**config.mk**
```make
export PLATFORM = sky130hd
export DESIGN_NAME = hr_delay_out
export DESIGN_NICKNAME = d
export VERILOG_FILES = /design/src/rtl/hrdo_pkg.sv /design/src/rtl/hrdo_field_decode.sv /design/src/rtl/hrdo_phase_cmp.sv /design/src/rtl/hrdo_event_slot.sv /design/src/rtl/hrdo_edge_reg.sv /design/src/rtl/hr_delay_out.sv
export SDC_FILE = /design/constraint.sdc
export NUM_CORES = 1
export LEC_CHECK = 0
export BUFFER_PORTS_ARGS = -buffer_cell sky130_fd_sc_hd__buf_2
export CORE_MARGIN = 2
export CORE_UTILIZATION = 30
export DETAILED_ROUTE_END_ITERATION = 8
export SLEW_MARGIN = 20
export SYNTH_ARGS = -nofsm -noshare
export SYNTH_HDL_FRONTEND = slang
export SYNTH_SLANG_ARGS = --single-unit
export TNS_END_PERCENT = 30
```
**constraint.sdc**
```tcl
create_clock -name clk -period 4.5 [get_ports clk]
set_clock_uncertainty 0.2 [all_clocks]
set_input_delay 0.9 -clock clk [delete_from_list [all_inputs] [get_ports clk]]
set_output_delay 0.9 -clock clk [all_outputs]
set_load 0.1 [all_outputs]
```
**src/rtl/hrdo_pkg.sv**
```systemverilog
// Shared defaults for the HR delayed compare output.
// Assumes the delay field width is a small power-of-two exponent (lr <= 2^HR_W).
package hrdo_pkg;
    // Width of the fractional delay field and of the HR phase counter.
    localparam int HRDO_FIELD_W = 7;
    // Width needed to encode log2(lr) in 0..HRDO_FIELD_W.
    localparam int HRDO_LRL_W   = $clog2(HRDO_FIELD_W + 1);
    // Reset level of the driven pin.
    localparam logic HRDO_PIN_INIT = 1'b0;
endpackage

```
**src/rtl/hrdo_field_decode.sv**
```systemverilog
// Turns the MSB-aligned fractional delay field into a delay in HR periods.
// For lr = 2^L the delay is field >> (HR_W - L); the low bits lr cannot
// resolve drop out. Pure combinational; assumes lr_log2 <= HR_W. Larger codes
// decode to zero.
module hrdo_field_decode #(
    parameter int HR_W  = hrdo_pkg::HRDO_FIELD_W,
    parameter int LRL_W = hrdo_pkg::HRDO_LRL_W
) (
    input  logic [HR_W-1:0]  field,
    input  logic [LRL_W-1:0] lr_log2,
    output logic [HR_W-1:0]  delay
);
    localparam int NCAND = HR_W + 1;

    logic [HR_W-1:0] cand [NCAND];

    // One shifted candidate per supported loop size.
    for (genvar k = 0; k < NCAND; k++) begin : g_cand
        if (k == 0) begin : g_zero
            assign cand[k] = '0;
        end else begin : g_shift
            assign cand[k] = field >> (HR_W - k);
        end
    end

    // Select the candidate matching the present loop size.
    always_comb begin
        delay = '0;
        for (int k = 0; k < NCAND; k++) begin
            if (lr_log2 == LRL_W'(k)) begin
                delay = cand[k];
            end
        end
    end
endmodule

```
**src/rtl/hrdo_phase_cmp.sv**
```systemverilog
// Compares the HR phase against two decoded delays: the one arriving this
// cycle and the one held pending. A hit only counts on an HR tick.
// Assumes both delays are already decoded to HR periods.
module hrdo_phase_cmp #(
    parameter int HR_W = hrdo_pkg::HRDO_FIELD_W
) (
    input  logic            hr_en,
    input  logic [HR_W-1:0] hr_phase,
    input  logic [HR_W-1:0] new_dly,
    input  logic [HR_W-1:0] pend_dly,
    output logic            hit_new,
    output logic            hit_pend
);
    localparam int NCMP = 2;

    logic [HR_W-1:0] ref_dly [NCMP];
    logic [NCMP-1:0] hit;

    assign ref_dly[0] = new_dly;
    assign ref_dly[1] = pend_dly;

    // One equality comparator per delay source.
    for (genvar i = 0; i < NCMP; i++) begin : g_cmp
        assign hit[i] = hr_en && (hr_phase == ref_dly[i]);
    end

    assign hit_new  = hit[0];
    assign hit_pend = hit[1];
endmodule

```
**src/rtl/hrdo_event_slot.sv**
```systemverilog
// Holds the one event allowed per loop. It accepts the first event of a loop
// and flags later ones as overrun. It fires either the incoming event or the
// pending one when its phase hits. Anything unmatched is dropped at the next
// loop_start. Assumes loop_start is a one-cycle pulse on the first cycle of a
// loop.
module hrdo_event_slot #(
    parameter int HR_W = hrdo_pkg::HRDO_FIELD_W
) (
    input  logic            clk,
    input  logic            rst_n,
    input  logic            loop_start,
    input  logic            evt_valid,
    input  logic            evt_level,
    input  logic [HR_W-1:0] new_dly,
    input  logic            hit_new,
    input  logic            hit_pend,
    output logic [HR_W-1:0] pend_dly,
    output logic            fire,
    output logic            fire_lvl,
    output logic            overrun
);
    logic acc_q;
    logic pend_v_q;
    logic pend_lvl_q;
    logic [HR_W-1:0] pend_dly_q;
    logic ovr_q;
    logic take;
    logic dup;
    logic fire_new;
    logic fire_pend;

    // Acceptance: a loop boundary reopens the slot in the same cycle.
    always_comb begin
        take      = evt_valid && (loop_start || !acc_q);
        dup       = evt_valid && !take;
        fire_new  = take && hit_new;
        fire_pend = pend_v_q && !loop_start && hit_pend;
        fire      = fire_new || fire_pend;
        fire_lvl  = fire_new ? evt_level : pend_lvl_q;
    end

    // Track whether this loop has already used its event.
    always_ff @(posedge clk) begin
        if (!rst_n) begin
            acc_q <= 1'b0;
        end else if (take) begin
            acc_q <= 1'b1;
        end else if (loop_start) begin
            acc_q <= 1'b0;
        end
    end

    // Pending event: load if not fired at once, drop at boundary or on fire.
    always_ff @(posedge clk) begin
        if (!rst_n) begin
            pend_v_q   <= 1'b0;
            pend_lvl_q <= 1'b0;
            pend_dly_q <= '0;
        end else if (take) begin
            pend_v_q   <= !hit_new;
            pend_lvl_q <= evt_level;
            pend_dly_q <= new_dly;
        end else if (loop_start || fire_pend) begin
            pend_v_q   <= 1'b0;
        end
    end

    // Sticky overrun flag.
    always_ff @(posedge clk) begin
        if (!rst_n) begin
            ovr_q <= 1'b0;
        end else if (dup) begin
            ovr_q <= 1'b1;
        end
    end

    assign pend_dly = pend_dly_q;
    assign overrun  = ovr_q;


    dup_overrun_chk: assert property (@(posedge clk) disable iff (!rst_n)
        (evt_valid && !loop_start && acc_q) |=> ovr_q);


    overrun_sticky_chk: assert property (@(posedge clk) disable iff (!rst_n)
        ovr_q |=> ovr_q);


    stale_drop_chk: assert property (@(posedge clk) disable iff (!rst_n)
        (loop_start && !evt_valid) |=> !pend_v_q);
endmodule

```
**src/rtl/hrdo_edge_reg.sv**
```systemverilog
// Registers the pin level: it takes the fired level on a fire edge and holds
// otherwise. Assumes fire is only asserted on HR tick edges.
module hrdo_edge_reg #(
    parameter logic PIN_INIT = hrdo_pkg::HRDO_PIN_INIT
) (
    input  logic clk,
    input  logic rst_n,
    input  logic hr_en,
    input  logic fire,
    input  logic fire_lvl,
    output logic pin
);
    logic pin_q;

    // Pin register.
    always_ff @(posedge clk) begin
        if (!rst_n) begin
            pin_q <= PIN_INIT;
        end else if (fire) begin
            pin_q <= fire_lvl;
        end
    end

    assign pin = pin_q;


    pin_idle_chk: assert property (@(posedge clk) disable iff (!rst_n)
        !hr_en |=> $stable(pin_q));


    pin_follow_chk: assert property (@(posedge clk) disable iff (!rst_n)
        fire |=> (pin_q == $past(fire_lvl)));
endmodule

```
**src/rtl/hr_delay_out.sv**
```systemverilog
// High-resolution delayed compare output. It decodes the fractional delay of
// each loop's event, compares it with the HR phase, and drives one pin. Extra
// events within a loop are refused and latched as overrun.
// Assumes lr_log2 is constant within a loop and hr_phase < 2^lr_log2.
module hr_delay_out #(
    parameter int   HR_W     = hrdo_pkg::HRDO_FIELD_W,
    parameter int   LRL_W    = $clog2(HR_W + 1),
    parameter logic PIN_INIT = hrdo_pkg::HRDO_PIN_INIT
) (
    input  logic             clk,
    input  logic             rst_n,
    input  logic             hr_en,
    input  logic [HR_W-1:0]  hr_phase,
    input  logic [LRL_W-1:0] lr_log2,
    input  logic             loop_start,
    input  logic             evt_valid,
    input  logic             evt_level,
    input  logic [HR_W-1:0]  evt_delay,
    output logic             pin,
    output logic             overrun
);
    logic [HR_W-1:0] new_dly;
    logic [HR_W-1:0] pend_dly;
    logic hit_new;
    logic hit_pend;
    logic fire;
    logic fire_lvl;

    hrdo_field_decode #(.HR_W(HR_W), .LRL_W(LRL_W)) u_decode (
        .field   (evt_delay),
        .lr_log2 (lr_log2),
        .delay   (new_dly)
    );

    hrdo_phase_cmp #(.HR_W(HR_W)) u_cmp (
        .hr_en    (hr_en),
        .hr_phase (hr_phase),
        .new_dly  (new_dly),
        .pend_dly (pend_dly),
        .hit_new  (hit_new),
        .hit_pend (hit_pend)
    );

    hrdo_event_slot #(.HR_W(HR_W)) u_slot (
        .clk        (clk),
        .rst_n      (rst_n),
        .loop_start (loop_start),
        .evt_valid  (evt_valid),
        .evt_level  (evt_level),
        .new_dly    (new_dly),
        .hit_new    (hit_new),
        .hit_pend   (hit_pend),
        .pend_dly   (pend_dly),
        .fire       (fire),
        .fire_lvl   (fire_lvl),
        .overrun    (overrun)
    );

    hrdo_edge_reg #(.PIN_INIT(PIN_INIT)) u_pin (
        .clk      (clk),
        .rst_n    (rst_n),
        .hr_en    (hr_en),
        .fire     (fire),
        .fire_lvl (fire_lvl),
        .pin      (pin)
    );


    delay_range_chk: assert property (@(posedge clk) disable iff (!rst_n)
        ({1'b0, new_dly} < ((HR_W+1)'(1) << lr_log2)));


    lr_one_chk: assert property (@(posedge clk) disable iff (!rst_n)
        (lr_log2 == '0) |-> (new_dly == '0));
endmodule

```
Word-level counts from Yosys, hierarchy flattened --
Cells that the tools add are included.
Cells by class: reduce and logical (&&, ||, !) cells 16, multiplexer cells 12, eq/ne operators 9
Operators with widths (count):
- two-way mux 7 bit | 6
- equality test 7 bit | 2
- equality test 3 bit (second input constant) | 4
- logical AND 1 bit | 7
- equality test 3 x 2 -> 1 bit (second input constant) | 2
- two-way mux 1 bit | 6
- logical NOT 1 bit | 4
- nonzero test 2 bit | 2
- equality test 3 x 1 -> 1 bit (second input constant) | 1
- logical OR 1 bit | 3
Word-level totals: input port bits 23, flip-flop bits (word level) 12, word-level logic and storage cells 43, output and inout port bits 2

Longest topological paths before layout --
depth in word-level cells 12, depth in mapped cells 8, depth with buffers taken out 6

Hierarchy --
A second synthesis with hierarchy kept.
Unflattened totals: cells, all modules 108, area, all modules 933.4 um2
Modules (own cells, without submodules):
- hrdo_event_slot | cells each 52, seq. area each 220.2 um2, instances 1, area each 483.0 um2
- hrdo_field_decode | cells each 33, seq. area each 0.0 um2, instances 1, area each 259.0 um2
- hrdo_phase_cmp | cells each 20, seq. area each 0.0 um2, instances 1, area each 155.1 um2
- hrdo_edge_reg | cells each 3, seq. area each 20.0 um2, instances 1, area each 36.3 um2

Worst setup path after synthesis --
Ideal clock, no wire load.
kind input port to flip-flop, from in lr_log2[1], to reg u_pin.pin_q, in the netlist u_pin.pin, data required time 4.228 ns, buffers on the path 2, stages on the path 8, slack 1.941 ns, library setup time 0.072 ns, arrival time 2.287 ns, path through buf_2 buf_6 nand4_4 xnor2_1 a2111oi_2 o2111ai_1 nor4_2 mux2i_1
On the way: word-level cells in the longest chain between the ends 12, elaborated cells between the ends (all ways) 19, those cells by class eq/ne: 8; mux: 8; reduce/logical: 3
RTL lines:
- from (decl) | line hr_delay_out.sv:14 | input logic [LRL_W-1:0] lr_log2,
- equality test 3 x 1 -> 1 bit | line hrdo_field_decode.sv:30 | if (lr_log2 == LRL_W'(k)) begin
- two-way mux 1 bit | line hrdo_field_decode.sv:30
- two-way mux 7 bit (5 in a row) | line hrdo_field_decode.sv:30
- two-way mux 7 bit * | line hrdo_field_decode.sv:30
- equality test 7 bit * | line hrdo_phase_cmp.sv:24 | assign hit[i] = hr_en && (hr_phase == ref_dly[i]);
- logical AND 1 bit * | line hrdo_phase_cmp.sv:24
- logical AND 1 bit * | line hrdo_event_slot.sv:36 | fire_new = take && hit_new;
- two-way mux 1 bit / logical OR 1 bit (equally long branches) | line hrdo_event_slot.sv:39, hrdo_event_slot.sv:38
- to (signal assigned) | line hrdo_edge_reg.sv:20 | pin_q <= fire_lvl;
- to (decl) | line hrdo_edge_reg.sv:13 | logic pin_q;
Every way passes the cells marked *; elsewhere a longest branch is shown, timed or not. A chain may end at the register's enable or synchronous reset.

Worst setup path after layout --
from in lr_log2[0], to reg u_pin.pin_q, in the netlist u_pin.pin
The elaborated chain is that of the path after synthesis.

==> run summary <==
Core ar. = 3390 um^2
CTS H-tree lvls = 1
Initial Utilization = 31.5%
Sink Count = 12
GRT overflow = 0
leakage power = 0.495 nW
n_diodes = 0
syn avg cell area = 7.96 um^2
Pre-antenna DRT Iters = 4
sequential area share after synthesis = 22.5%
IO Count = 25
flop and latch count out of synthesis = 12
number of global-route vias before repair = 901
CTS buffer count = 3
cell count after synthesis = 134
synth-to-layout area growth = 12.8%
crit-path max FO = 20
Worst-Margin Slew = 477 ps
Pwr Total = 0.282 mW
Die Ht = 63.6 um
Final nets = 178
status = finished, final reports clean
DR WL/cell = 12.8 um
Req. time, crit path = 4510 ps
worst-case clock buffer depth = 2
Unique masters post-synth = 43
final period utilization = 59.3%
CP top delay family = multiplexers
row cnt = 21
global route hottest layer = met2
final setup fails = 0
pwr dens = 234 nW/um^2
EDFF count, synth = 0
initial DRC count = 103
Fin Setup TNS = 0 ps
final wirelength = 2.56 mm
Final min period = 2670 ps
max-cap viol count = 0
Die ar. = 4050 um^2
via count = 1,030
vias per cell = 5.15
post-CTS sizing = 0
Setup Buffers After CTS = 0
startpoint types = primary input
CP Buf/Inv Count = 1
Synth Warn # = 0
HPWL Detailed = 2.01 mm
Port Buffers = 24
Hold Path Class = reg -> reg
first-pass GRT wire length = 4.00 mm
Relative slew margins = 68.1%
DRC Markers = 0
fmax = 375 MHz
clock root buffer master = clkbuf_4
max-slew violation total from the final report = 0
crit path cell chain = buf_2 > mux2_2 > and3_1 > a211oi_1 > o2111ai_1 > nor4_2 > mux2i_1
Clk Latency, worst-skew pair = 280 ps
crit path DAT = 2680 ps
clock-pin slew on the worst setup and hold paths = 80 ps
Worst VDD drop = 0.168 mV
Setup CP Type = in -> reg
hold_ws = 267 ps
Tot GR Track Use = 12.2%
CTS tree = done
met1 usage = 16.9%
unrepaired setup endpoints after global routing = no
Post-DRT Antenna Nets = 0
Setup crit end kind = register
share of cells above drive strength 1 = 24.7%
CTS Hold Buffers Added = 0
Cell Area, Synth = 1070 um^2
Critical Path Max Stage Delay = 430 ps
asr flop ratio synth = 0%
M3 GR Usage = 1.25%
Die Span X = 63.6 um
Top FF cell, synth = dfxtp_1
Slowest cell on crit path = mux2_2
initial antenna violation count = 0
Syn Nets = 157
met2 Track Usage GR = 19.9%
largest net degree at the start of global routing = 21
Fin. Hold Viols = 0
GPL Wtd Cong = 0.827
power breakdown:
| part | leakage (nW) | switching (mW) | internal (mW) |
|---|---|---|---|
| clock | 0.0210 | 0.0376 | 0.0492 |
| combinational | 0.376 | 0.0483 | 0.0333 |
| sequential | 0.0982 | 0.00269 | 0.111 |
| total | 0.495 | 0.0886 | 0.194 |
Yosys cell counts (5+ instances only):
cell | count | share of area (%)
nor2b_1 | 5 | 2.9
o21ai_0 | 10 | 4.7
dfxtp_1 | 12 | 23
nand2b_1 | 6 | 3.5
a21oi_1 | 9 | 4.2
xor2_1 | 8 | 6.6
nand2_1 | 15 | 5.3
nor2_1 | 7 | 2.5
cell families after synthesis:
kind of cell              after synthesis  share of synthesized area (%)
and+or+nand+nor                        57                           30.2
AOI/OAI and AO/OA                      37                           24.3
xor gates and xnor gates               12                           9.85
muxes                                   5                           4.81
DFF                                    12                           22.5
buffers and inverters                  11                           8.32
final timing paths:
kind | endpoint | cells past startpoint | slack, ps | start
worst max-delay path | u_pin.pin | 7 | 1830 | lr_log2[0]
worst max register to register | u_pin.pin | 6 | 2820 | u_slot.acc_q
worst min-delay path | u_slot.pend_lvl_q | 2 | 270 | u_slot.pend_lvl_q
worst min register to register | u_slot.pend_lvl_q | 2 | 270 | u_slot.pend_lvl_q
per-layer routing:
layer / wire length [um] / up-vias
li1: - / 524
met1: 1280 / 466
met2: 1130 / 38
met3: 134 / 2
met4: 13 / 0
met5: 0 / -
cell usage in the layout (no fill, tap or decap), drive strengths merged, types with 5 or more instances in the layout:
| cell | instances |
|---|---|
| nand2 | 15 |
| o21ai | 10 |
| a21oi | 9 |
| nand2b | 6 |
| buf | 24 |
| dfxtp | 12 |
| nor2 | 7 |
| nor2b | 5 |
| xor2 | 8 |
per-stage QoR:
step                      setup slack (ps)  utilization (%)  cell area, um^2  cells
after floorplan                       1940                -             1070    134
after global placement                1630             34.4             1170    196
after detailed placement              1560             34.4             1170    196
after CTS                             1830             35.5             1200    200
after global routing                  1660             35.5             1200    200
final                                 1830             35.5             1200    200
worst reg2reg max path, delay by kind of cell (launching register included):
family / cells / cell delay (ps)
muxes: 1 / 230
and+or+nand+nor: 3 / 490
DFF: 1 / 320
AOI/OAI and AO/OA: 2 / 390
area by class of cell:
cell class              instances  area (um^2)
well taps                      46         57.6
repair buffers                 24          120
multi-input cells             111          738
inverters                       3         11.3
clock buffers                   4         36.3
fillers                       368         2190
flip-flops and latches         12          240
registers in the layout, summed over array words and instances (netlist names):
| register | cells |
|---|---|
| u_pin.pin | 1 |
| u_slot.acc_q | 1 |
| u_slot.overrun | 1 |
| u_slot.pend_dly | 7 |
| u_slot.pend_lvl_q | 1 |
| u_slot.pend_v_q | 1 |
No activity file was read; power rests on OpenSTA's default activity.
